==> config.mk <==
export PLATFORM = sky130hd
export DESIGN_NAME = wp_unit
export DESIGN_NICKNAME = d
export VERILOG_FILES = /design/src/rtl/wp_pkg.sv /design/src/rtl/wp_lock_regs.sv /design/src/rtl/wp_addr_decode.sv /design/src/rtl/wp_write_gate.sv /design/src/rtl/wp_unit.sv
export SDC_FILE = /design/constraint.sdc
export NUM_CORES = 1
export LEC_CHECK = 0
export BUFFER_PORTS_ARGS = -buffer_cell sky130_fd_sc_hd__clkbuf_2
export CAP_MARGIN = 20
export CORE_MARGIN = 1.5
export CORE_UTILIZATION = 50
export CTS_BUF_LIST = sky130_fd_sc_hd__clkbuf_16
export CTS_CLUSTER_DIAMETER = 50
export CTS_CLUSTER_SIZE = 28
export DETAILED_ROUTE_END_ITERATION = 12
export PLACE_DENSITY_LB_ADDON = 0.3
export RECOVER_POWER = 25
export SKIP_LAST_GASP = 1
export SYNTH_ARGS = -nofsm -noshare
export SYNTH_HDL_FRONTEND = slang
export SYNTH_SLANG_ARGS = --single-unit
==> constraint.sdc <==
create_clock -name clk -period 1.9 [get_ports clk]
set_clock_uncertainty 0.05 [all_clocks]
set_input_delay 0.38 -clock clk [delete_from_list [all_inputs] [get_ports clk]]
set_output_delay 0.38 -clock clk [all_outputs]
set_load 0.03 [all_outputs]
==> src/rtl/wp_pkg.sv <==
package wp_pkg;

    // number of protected address groups
    localparam int NUM_GRP = 4;

    // group order: 0 working, 1 power sequence, 2 slot timing, 3 control
    localparam int GRP_BIT [NUM_GRP] = '{6, 4, 3, 0};
    localparam int GRP_LO  [NUM_GRP] = '{32'h10, 32'h33, 32'h30, 32'h25};
    localparam int GRP_HI  [NUM_GRP] = '{32'h24, 32'h3E, 32'h32, 32'h2B};

    // mask of lock bits that belong to some group
    function automatic logic [31:0] grp_mask();
        logic [31:0] m;
        m = '0;
        for (int g = 0; g < NUM_GRP; g++) begin
            m[GRP_BIT[g]] = 1'b1;
        end
        return m;
    endfunction

endpackage

==> src/rtl/wp_lock_regs.sv <==
module wp_lock_regs
    import wp_pkg::*;
#(
    parameter int DATA_W = 8
) (
    input  logic                clk,
    input  logic                rst_n,
    input  logic                wr_a,
    input  logic                wr_b,
    input  logic [DATA_W-1:0]   wr_data,
    output logic [DATA_W-1:0]   lock_a_o,
    output logic [DATA_W-1:0]   lock_b_o,
    output logic [NUM_GRP-1:0]  lock_vec_o
);

    localparam logic [DATA_W-1:0] VALID_MASK = DATA_W'(grp_mask());

    typedef struct packed {
        logic [DATA_W-1:0] a;
        logic [DATA_W-1:0] b;
    } lock_st_t;

    lock_st_t st_d, st_q;

    always_comb begin
        st_d = st_q;
        if (wr_a) begin
            st_d.a = st_q.a | (wr_data & VALID_MASK);
        end
        if (wr_b) begin
            st_d.b = st_q.b | (wr_data & VALID_MASK);
        end
    end

    always_ff @(posedge clk or negedge rst_n) begin
        if (!rst_n) begin
            st_q <= '0;
        end else begin
            st_q <= st_d;
        end
    end

    assign lock_a_o = st_q.a;
    assign lock_b_o = st_q.b;

    // a group is locked only with agreement of both registers
    for (genvar g = 0; g < NUM_GRP; g++) begin : g_lock
        assign lock_vec_o[g] = st_q.a[GRP_BIT[g]] & st_q.b[GRP_BIT[g]];
    end

    // bits never fall outside power-on reset
    p_set_only_r3: assert property (@(posedge clk) disable iff (!rst_n)
        ((st_q.a & $past(st_q.a)) == $past(st_q.a)) &&
        ((st_q.b & $past(st_q.b)) == $past(st_q.b)));

    // reserved positions stay clear
    p_rsvd_zero_r4: assert property (@(posedge clk) disable iff (!rst_n)
        ((st_q.a | st_q.b) & ~VALID_MASK) == '0);

endmodule

==> src/rtl/wp_addr_decode.sv <==
module wp_addr_decode
    import wp_pkg::*;
#(
    parameter int                ADDR_W      = 8,
    parameter logic [ADDR_W-1:0] LOCK_A_ADDR = 8'hF0,
    parameter logic [ADDR_W-1:0] LOCK_B_ADDR = 8'hF1
) (
    input  logic [ADDR_W-1:0]   addr,
    output logic [NUM_GRP-1:0]  grp_hit_o,
    output logic                sel_a_o,
    output logic                sel_b_o
);

    for (genvar g = 0; g < NUM_GRP; g++) begin : g_range
        assign grp_hit_o[g] = (int'(addr) >= GRP_LO[g]) && (int'(addr) <= GRP_HI[g]);
    end

    assign sel_a_o = (addr == LOCK_A_ADDR);
    assign sel_b_o = (addr == LOCK_B_ADDR);

endmodule

==> src/rtl/wp_write_gate.sv <==
module wp_write_gate
    import wp_pkg::*;
#(
    parameter int ADDR_W = 8,
    parameter int DATA_W = 8
) (
    input  logic                clk,
    input  logic                rst_n,
    input  logic                wr_en,
    input  logic [ADDR_W-1:0]   addr,
    input  logic [DATA_W-1:0]   data,
    input  logic [NUM_GRP-1:0]  grp_hit,
    input  logic [NUM_GRP-1:0]  lock_vec,
    input  logic                lock_sel,
    output logic                fwd_wr_o,
    output logic [ADDR_W-1:0]   fwd_addr_o,
    output logic [DATA_W-1:0]   fwd_data_o,
    output logic                blocked_o
);

    typedef struct packed {
        logic              wr;
        logic              blk;
        logic [ADDR_W-1:0] addr;
        logic [DATA_W-1:0] data;
    } gate_st_t;

    gate_st_t st_d, st_q;
    logic     hit_locked;

    always_comb begin
        hit_locked = |(grp_hit & lock_vec);
        st_d       = st_q;
        st_d.wr    = wr_en && !lock_sel && !hit_locked;
        st_d.blk   = wr_en && hit_locked;
        if (wr_en) begin
            st_d.addr = addr;
            st_d.data = data;
        end
    end

    always_ff @(posedge clk or negedge rst_n) begin
        if (!rst_n) begin
            st_q <= '0;
        end else begin
            st_q <= st_d;
        end
    end

    assign fwd_wr_o   = st_q.wr;
    assign fwd_addr_o = st_q.addr;
    assign fwd_data_o = st_q.data;
    assign blocked_o  = st_q.blk;

endmodule

==> src/rtl/wp_unit.sv <==
module wp_unit
    import wp_pkg::*;
#(
    parameter int                ADDR_W      = 8,
    parameter int                DATA_W      = 8,
    parameter logic [ADDR_W-1:0] LOCK_A_ADDR = 8'hF0,
    parameter logic [ADDR_W-1:0] LOCK_B_ADDR = 8'hF1
) (
    input  logic              clk,
    input  logic              rst_n,
    input  logic              host_wr_en,
    input  logic [ADDR_W-1:0] host_addr,
    input  logic [DATA_W-1:0] host_wdata,
    input  logic [ADDR_W-1:0] rd_addr,
    output logic [DATA_W-1:0] rd_data,
    output logic              reg_wr_en,
    output logic [ADDR_W-1:0] reg_wr_addr,
    output logic [DATA_W-1:0] reg_wr_data,
    output logic              wp_blocked
);

    logic [NUM_GRP-1:0] grp_hit;
    logic [NUM_GRP-1:0] lock_vec;
    logic               sel_a, sel_b;
    logic [DATA_W-1:0]  lock_a, lock_b;

    wp_addr_decode #(
        .ADDR_W      (ADDR_W),
        .LOCK_A_ADDR (LOCK_A_ADDR),
        .LOCK_B_ADDR (LOCK_B_ADDR)
    ) u_decode (
        .addr      (host_addr),
        .grp_hit_o (grp_hit),
        .sel_a_o   (sel_a),
        .sel_b_o   (sel_b)
    );

    wp_lock_regs #(
        .DATA_W (DATA_W)
    ) u_locks (
        .clk        (clk),
        .rst_n      (rst_n),
        .wr_a       (host_wr_en && sel_a),
        .wr_b       (host_wr_en && sel_b),
        .wr_data    (host_wdata),
        .lock_a_o   (lock_a),
        .lock_b_o   (lock_b),
        .lock_vec_o (lock_vec)
    );

    wp_write_gate #(
        .ADDR_W (ADDR_W),
        .DATA_W (DATA_W)
    ) u_gate (
        .clk        (clk),
        .rst_n      (rst_n),
        .wr_en      (host_wr_en),
        .addr       (host_addr),
        .data       (host_wdata),
        .grp_hit    (grp_hit),
        .lock_vec   (lock_vec),
        .lock_sel   (sel_a || sel_b),
        .fwd_wr_o   (reg_wr_en),
        .fwd_addr_o (reg_wr_addr),
        .fwd_data_o (reg_wr_data),
        .blocked_o  (wp_blocked)
    );

    always_comb begin
        if (rd_addr == LOCK_A_ADDR) begin
            rd_data = lock_a;
        end else if (rd_addr == LOCK_B_ADDR) begin
            rd_data = lock_b;
        end else begin
            rd_data = '0;
        end
    end

    // a write into a locked group is dropped and flagged
    p_lock_blocks_r5: assert property (@(posedge clk) disable iff (!rst_n)
        (host_wr_en && ((grp_hit & lock_vec) != '0)) |=> (wp_blocked && !reg_wr_en));

    // a write into an open group or unmapped address goes through
    p_free_passes_r6: assert property (@(posedge clk) disable iff (!rst_n)
        (host_wr_en && ((grp_hit & lock_vec) == '0) && !sel_a && !sel_b)
            |=> (reg_wr_en && !wp_blocked && reg_wr_addr == $past(host_addr)));

    // lock register writes stay inside this unit
    p_lock_write_local_r8: assert property (@(posedge clk) disable iff (!rst_n)
        (host_wr_en && (sel_a || sel_b)) |=> (!reg_wr_en && !wp_blocked));

    // blocked pulse and forwarded strobe never coincide
    p_excl_out_r5: assert property (@(posedge clk) disable iff (!rst_n)
        !(wp_blocked && reg_wr_en));

endmodule

==> summary.md, run 1 <==
| Metric | Value |
|---|---|
| Placer Congestion | `0.762` |
| Final cell area excluding filler cells | `1530 µm²` |
| #FFs+latches synth | `26` |
| Critical path launch point type | `primary input` |
| Number of synthesized flops with an enable pin | `0` |
| Initial antenna violation count | `0` |
| Async set-reset flop share out of synthesis | `1.00` |
| Net count of the finished layout | `181` |
| Storage element area | `around 650 µm²` |
| Clock transition at the registers of the reported paths | `0.06 ns` |
| Inserted Diodes | `0` |
| Final standard cell count with taps included and fillers excluded | `181` |
| Post-route ant nets | `0` |
| Worst Hold Depth | `2` |
| Buffers inserted by post-CTS timing repair | `0` |
| Y dimension of the die | `roughly 52 µm` |
| Most frequent cell after synthesis | `sky130_fd_sc_hd__dfrtp_1` |
| Peak per-stage delay on the critical path | `0.24 ns` |
| Tot GR Track Use | `0.199` |
| Floorplan core area | `2250 µm²` |
| Post-route met1 wirelength | `1070 µm` |
| Number of buffers inserted during clock tree synthesis | `3` |
| Post-Syn Instances | `~110` |
| Count of final hold-check violations | `0` |
| Grt ovf | `0` |
| Post-layout util | `0.680` |
| Clock Tree Root | `sky130_fd_sc_hd__clkbuf_16` |
| Max-cap viol count | `0` |
| Cell type with the highest aggregate area in the netlist | `sky130_fd_sc_hd__dfrtp_1` |
| Transition time of the tightest slew-check pin | `1.34 ns` |
| Number of I/O pins | `between 50 and 60` |
| Cell types occupying the most area after synthesis | `sky130_fd_sc_hd__dfrtp_1 (53%), sky130_fd_sc_hd__mux2_2 (11%), sky130_fd_sc_hd__mux2i_1 (3.3%)` |
| Worst-case vdd ir drop | `0.750 mV` |
| Vias per inst | `roughly 5.3` |
| Crit-path most repeated cell | `sky130_fd_sc_hd__clkbuf_2` |
| Portion of the post-synthesis area used by sequential elements | `0.535` |
| Standard cell area after detailed placement | `between 1000 and 1500 µm²` |
| Die area | `2740 µm²` |
| Number of iterations in the first detailed-routing pass | `3` |
| TritonCTS clock tree | `done` |
| Reg2Reg Depth | `4` |
| Rel. slew slack | `0.104` |
| Total detailed-routing wirelength | `2450 µm` |
| Global-route wire length before repair | `3870 µm` |
| Layout overhead on the synthesized area | `26.0%` |
| Length of routed met2 wiring | `1220 µm` |
| Initial core utilization | `0.539` |
| Via count of the first global-routing pass | `between 900 and 1000` |
| Total of fill cells in the finished design | `185` |
| Slowest CP cell | `sky130_fd_sc_hd__nand4b_1` |
| CP cell instances | `clkbuf_2 > nor3_1 > nand4b_1 > nor2_1 > clkbuf_2` |
| Maximum number of pins on one net before global-route repair | `27` |
| Remaining DRCs | `0` |
| Yosys warning count | `0` |
| Crit path max-delay family | `simple AND/OR/NAND/NOR gates` |
| Crit path DAT | `1.31 ns` |
| Met3 Wirelength | `117 µm` |
| Area taken by multi-input logic gates | `510 µm²` |
| Final-report max-slew violation count | `0` |
| Top cell types by occurrence after synthesis | `sky130_fd_sc_hd__dfrtp_1 (26), sky130_fd_sc_hd__mux2_2 (12), sky130_fd_sc_hd__nand2_1 (7), sky130_fd_sc_hd__nor2_1 (7), sky130_fd_sc_hd__o21ai_0 (6)` |
| Crit path depth | `5` |
| Primary flip-flop cell chosen by synthesis mapping | `sky130_fd_sc_hd__dfrtp_1` |
| Place WS | `between 0.1 and 0.15 ns` |
| Cts-stage hold buffer count | `0` |
| Max clock buf depth | `2` |
| Achievable frequency | `0.576 GHz` |
| Outcome | `completed` |
| Final number of setup-violating endpoints | `0` |
| Insertion delay to the later sink of the worst-skew pair | `approximately 0.26 ns` |
| Pleak | `0.000767 µW` |
| RSZ-0062 raised after global routing | `false` |
| Data required time at the worst endpoint | `1.47 ns` |
| Number of standard-cell rows in the floorplan | `17` |
| Number of instances resized during post-cts repair | `0` |
| Total standard cell area after synthesis | `1220 µm²` |
| Final routed wire length divided by cell count | `13.6 µm` |
| Fraction of synthesized cell area taken by the top area cell type | `0.535` |
| Number of vias after detailed routing | `966` |
| Avg Cell Area, Syn | `~11 µm²` |
| Hold Path Class | `in -> reg` |
| Post-DP HPWL | `1900 µm` |
| Unique cell type count in the Yosys netlist | `31` |
| Number of clock sinks | `26` |
| Die outline width | `52.3 µm` |
| Top sig layer | `met4` |
| Endpoint class of the critical path | `output port` |
| Power density over the cells | `859 nW/µm²` |
| Final worst-path cycle share | `0.914` |
| Setup TNS after final layout | `0 ns` |
| Number of design-rule violations left by the first detailed-router iteration | `8` |
| Placed cell count | `approximately 180` |
| Buffers on Ports | `48` |
| Number of buffers and inverters on the critical path | `2` |
| Number of H-tree branching levels | `1` |
| Fraction of final layout cells with drive strength greater than 1 | `0.458` |
| Final critical-path setup slack | `0.163 ns` |
| Maximum net fanout on the critical path | `4` |
| Critical setup path kind | `in -> out` |
| Minimum period implied by the final worst setup slack | `1.74 ns` |
==> report_power, final <==
part / leakage [µW] / switching, µW / internal [µW]
registers: 0.000325 / 23.4 / 597
logic: 0.000403 / 155 / 87.1
clock network: 0.0000385 / 173 / 281
==> state kept, by name, summed over array words and instances, names as in the netlist <==
signal / flops
u_locks.lock_b_o: 4
u_locks.lock_a_o: 4
u_gate.fwd_data_o: 8
u_gate.fwd_addr_o: 8
u_gate.blocked_o: 1
u_gate.fwd_wr_o: 1
==> path summary, 6_finish.rpt <==
check	to	slack (ns)	startpoint
worst max-delay path	rd_data[6]	0.16	rd_addr[3]
worst min-delay path	u_gate.fwd_data_o[7]	0.31	host_wdata[7]
worst max register to register	u_gate.fwd_wr_o	0.64	u_locks.lock_a_o[3]
worst min register to register	u_locks.lock_a_o[0]	0.44	u_locks.lock_a_o[0]
max in group asynchronous	u_gate.fwd_addr_o[3]	0.65	rst_n
min in group asynchronous	u_locks.lock_a_o[0]	0.36	rst_n
==> metal layers <==
layer | track usage | vias to the layer above
li1 | - | 467
met1 | 0.236 | 459
met2 | 0.354 | 35
met3 | 0.0257 | 5
met4 | 0.0897 | 0
met5 | 0 | -
==> kinds of logic (layout without fill, tap and decap cells) <==
family                 after synthesis  in the layout  share of synthesized area
buffers and inverters               13             57                     0.0545
AO/OA/AOI/OAI                       20             20                      0.119
multiplexers                        16             16                      0.144
AND/OR/NAND/NOR                     30             30                      0.144
other                                1              4                    0.00308
flip-flops                          26             26                      0.535
==> layout make-up <==
type	instances	share of cell area
inverters	5	0.0122
multi-input cells	70	0.333
clock inverters	1	0.00245
clock buffers	3	0.0490
flip-flops and latches	26	0.424
well taps	28	0.0229
repair buffers	48	0.156
==> cell usage in the layout, fill, tap and decap left out, types with 3 or more instances in the layout <==
master                      synthesis  final
sky130_fd_sc_hd__clkbuf_2           0     47
sky130_fd_sc_hd__dfrtp_1           26     26
sky130_fd_sc_hd__mux2_2            12     12
sky130_fd_sc_hd__nand2_1            7      7
sky130_fd_sc_hd__nor2_1             7      7
sky130_fd_sc_hd__o21ai_0            6      6
sky130_fd_sc_hd__inv_1              5      5
sky130_fd_sc_hd__mux2i_1            4      4
sky130_fd_sc_hd__a31o_2             4      4
sky130_fd_sc_hd__o21bai_1           4      4
sky130_fd_sc_hd__conb_1             1      4
sky130_fd_sc_hd__clkbuf_16          0      3
==> stage by stage <==
stage	hold WS [ns]	power, µW
after global routing	0.307	1370
after detailed placement	0.382	875
after floorplan	0.0344	786
final	0.308	1320
after global placement	0.363	864
after CTS	0.110	1330
Power figures use the tool's default switching activity.
==> inputs of run 2 (changes only) <==
- ABC_AREA: default -> 1
- BUFFER_PORTS_ARGS: -buffer_cell sky130_fd_sc_hd__clkbuf_2 -> -buffer_cell sky130_fd_sc_hd__buf_2
- PLACE_DENSITY: default -> 0.87
- PLACE_DENSITY_LB_ADDON: 0.3 -> default
==> run 2 against run 1 <==
Compared with the run above: sequential share of layout area fell by 2.0 points; flip-flop and latch count did not move; non-clock buffer count rose by 3; combinational power fell by 4%; maximum frequency fell by 2.1%; register-to-register slack improved by 0.21 ns; routed wire length rose by 20%; clock power rose by 33%; setup slack got worse by 0.038 ns; global-route usage rose by 3.8 points; final cell count rose by 28%.
==> summary.md, run 2 <==
| Metric | Value |
|---|---|
| Top cell types by occurrence after synthesis | `sky130_fd_sc_hd__nand2_1 (65), sky130_fd_sc_hd__dfrtp_1 (26), sky130_fd_sc_hd__inv_1 (14)` |
| Count of final hold-check violations | `0` |
| Crit-path most repeated cell | `sky130_fd_sc_hd__nand2_1` |
| Maximum net fanout on the critical path | `4` |
| Fraction of synthesized cell area taken by the top area cell type | `0.526` |
| Final routed wire length divided by cell count | `around 13 µm` |
| Total detailed-routing wirelength | `just under 3000 µm` |
| Post-layout util | `0.707` |
| Number of I/O pins | `53` |
| Final cell area excluding filler cells | `1610 µm²` |
| Cts-stage hold buffer count | `0` |
| Transition time of the tightest slew-check pin | `1.33 ns` |
| Post-Syn Instances | `153` |
| Final-report max-slew violation count | `0` |
| Number of standard-cell rows in the floorplan | `17` |
| Worst-case vdd ir drop | `roughly 0.64 mV` |
| Outcome | `completed` |
| Cell type with the highest aggregate area in the netlist | `sky130_fd_sc_hd__dfrtp_1` |
| Hold Path Class | `in -> reg` |
| Rel. slew slack | `0.115` |
| Pleak | `around 0.00094 µW` |
| Most frequent standard cell in the layout excluding fill and tap cells | `sky130_fd_sc_hd__nand2_1` |
| RSZ-0062 raised after global routing | `false` |
| Vias per inst | `approximately 5.1` |
| Die outline width | `52.8 µm` |
| Max-cap viol count | `0` |
| Initial antenna violation count | `0` |
| Portion of the post-synthesis area used by sequential elements | `0.526` |
| Initial core utilization | `0.544` |
| Floorplan core area | `2280 µm²` |
| Die area | `2780 µm²` |
| Buffers inserted by post-CTS timing repair | `0` |
| Number of iterations in the first detailed-routing pass | `4` |
| Number of synthesized flops with an enable pin | `0` |
| Achievable frequency | `0.563 GHz` |
| Via count of the first global-routing pass | `1078` |
| Number of instances resized during post-cts repair | `0` |
| Power density over the cells | `899 nW/µm²` |
| Data required time at the worst endpoint | `1.47 ns` |
| Avg Cell Area, Syn | `8.09 µm²` |
| Post-DP HPWL | `2210 µm` |
| Placer Congestion | `0.876` |
| Number of design-rule violations left by the first detailed-router iteration | `24` |
| Yosys warning count | `0` |
| Max clock buf depth | `2` |
| Async set-reset flop share out of synthesis | `1.00` |
| Final worst-path cycle share | `0.934` |
| Critical setup path kind | `in -> out` |
| #FFs+latches synth | `26` |
| Peak per-stage delay on the critical path | `0.23 ns` |
| Post-route ant nets | `0` |
| Remaining DRCs | `0` |
| Total standard cell area after synthesis | `1240 µm²` |
| CP cell instances | `buf_2 > nor2_1 > nand2_1 > nor3b_1 > buf_4 > nand2_1 > nand2_1 > buf_2` |
| Buffers on Ports | `48` |
| Global-route wire length before repair | `4660 µm` |
| Inserted Diodes | `0` |
| Y dimension of the die | `52.8 µm` |
| Setup TNS after final layout | `0 ns` |
| Primary flip-flop cell chosen by synthesis mapping | `sky130_fd_sc_hd__dfrtp_1` |
| Number of H-tree branching levels | `1` |
| Insertion delay to the later sink of the worst-skew pair | `0.26 ns` |
| Unique cell type count in the Yosys netlist | `21` |
| Tot GR Track Use | `0.237` |
| Cell types occupying the most area after synthesis | `sky130_fd_sc_hd__dfrtp_1 (53%), sky130_fd_sc_hd__nand2_1 (20%), sky130_fd_sc_hd__inv_1 (4.2%)` |
| Grt ovf | `0` |
| Layout overhead on the synthesized area | `30.0%` |
| Number of clock sinks | `26` |
| Endpoint class of the critical path | `output port` |
| Number of vias after detailed routing | `approximately 1200` |
| TritonCTS clock tree | `done` |
| Most frequent cell after synthesis | `sky130_fd_sc_hd__nand2_1` |
| Standard cell area after detailed placement | `1510 µm²` |
| Fraction of final layout cells with drive strength greater than 1 | `0.294` |
| Critical path launch point type | `primary input` |
| Total of fill cells in the finished design | `170` |
| Net count of the finished layout | `232` |
| Slowest CP cell | `sky130_fd_sc_hd__nor3b_1` |
| Clock Tree Root | `sky130_fd_sc_hd__clkbuf_16` |
| Final number of setup-violating endpoints | `0` |
| Number of buffers inserted during clock tree synthesis | `3` |
| Worst Hold Margin | `0.263 ns` |
| Top library cells by usage in the layout, fill and taps aside | `sky130_fd_sc_hd__nand2_1 (65), sky130_fd_sc_hd__buf_2 (47), sky130_fd_sc_hd__dfrtp_1 (26)` |
| Maximum number of pins on one net before global-route repair | `27` |
| Crit path DAT | `between 1 and 1.5 ns` |
| Minimum period implied by the final worst setup slack | `~1.8 ns` |
| Clock transition at the registers of the reported paths | `0.06 ns` |
-- run 2: cell types whose count changed in the layout (fill, tap and decap cells not counted), moves of 3 or more --
cell                       delta
sky130_fd_sc_hd__a31o_2       -4
sky130_fd_sc_hd__buf_2       +47
sky130_fd_sc_hd__buf_4        +3
sky130_fd_sc_hd__clkbuf_2    -47
sky130_fd_sc_hd__inv_1        +9
sky130_fd_sc_hd__mux2_2      -12
sky130_fd_sc_hd__mux2i_1      -4
sky130_fd_sc_hd__nand2_1     +58
sky130_fd_sc_hd__nand3_1      +4
-- run 2: path summary, 6_finish.rpt --
kind                                 startpoint                    to  slack [ns]  depth (start not counted)
max in group asynchronous                 rst_n   u_locks.lock_a_o[3]        0.67                          1
hold / removal                    host_wdata[1]  u_gate.fwd_data_o[1]        0.26                          3
hold reg to reg            u_gate.fwd_data_o[5]  u_gate.fwd_data_o[5]        0.42                          2
min in group asynchronous                 rst_n  u_gate.fwd_addr_o[4]        0.35                          1
setup / recovery                     rd_addr[1]            rd_data[0]        0.13                          8
setup reg to reg            u_locks.lock_a_o[6]      u_gate.blocked_o        0.85                          6
-- run 2: report_power, final --
group          leakage, µW  switching (µW)  internal, µW
registers         0.000321            20.7           591
logic             0.000571             163          68.8
clock network    0.0000511             183           419
-- run 2: layout make-up --
| cell class | count | area, µm² | share of cell area |
|---|---|---|---|
| clock buffers | 3 | 75.1 | 0.0467 |
| clock inverters | 1 | 30.0 | 0.0187 |
| inverters | 14 | 52.6 | 0.0327 |
| multi-input cells | 109 | 504 | 0.313 |
| flip-flops and latches | 26 | 651 | 0.404 |
| well taps | 28 | 35.0 | 0.0218 |
| repair buffers | 51 | 262 | 0.163 |
-- run 2: cells by family after synthesis --
logic type | synth area share
buf+inv | 0.0758
flops | 0.526
simple gates | 0.314
compound gates | 0.0809
other cells | 0.00303
-- run 2: worst max-delay path, delay by kind of cell --
| family | cells | cell delay [ns] |
|---|---|---|
| and+or+nand+nor | 5 | 0.51 |
| buffers and inverters | 3 | 0.45 |
-- run 2: stage by stage --
step	total power [µW]	worst slack (ns)	cells
floorplan	767	0.309	156
global placement	846	0.227	228
detailed placement	855	0.124	228
CTS	1460	0.115	232
global route	1510	0.0214	232
finish	1450	0.125	232
-- run 2: routing by layer --
layer / wire, µm / part of all wire / global-route usage / vias to the layer above
li1: - / - / - / 570
met1: 1150 / 0.39 / 0.276 / 550
met2: 1570 / 0.53 / 0.423 / 54
met3: 187 / 0.063 / 0.0343 / 7
met4: 48 / 0.016 / 0.111 / 0
met5: 0 / 0 / 0 / -
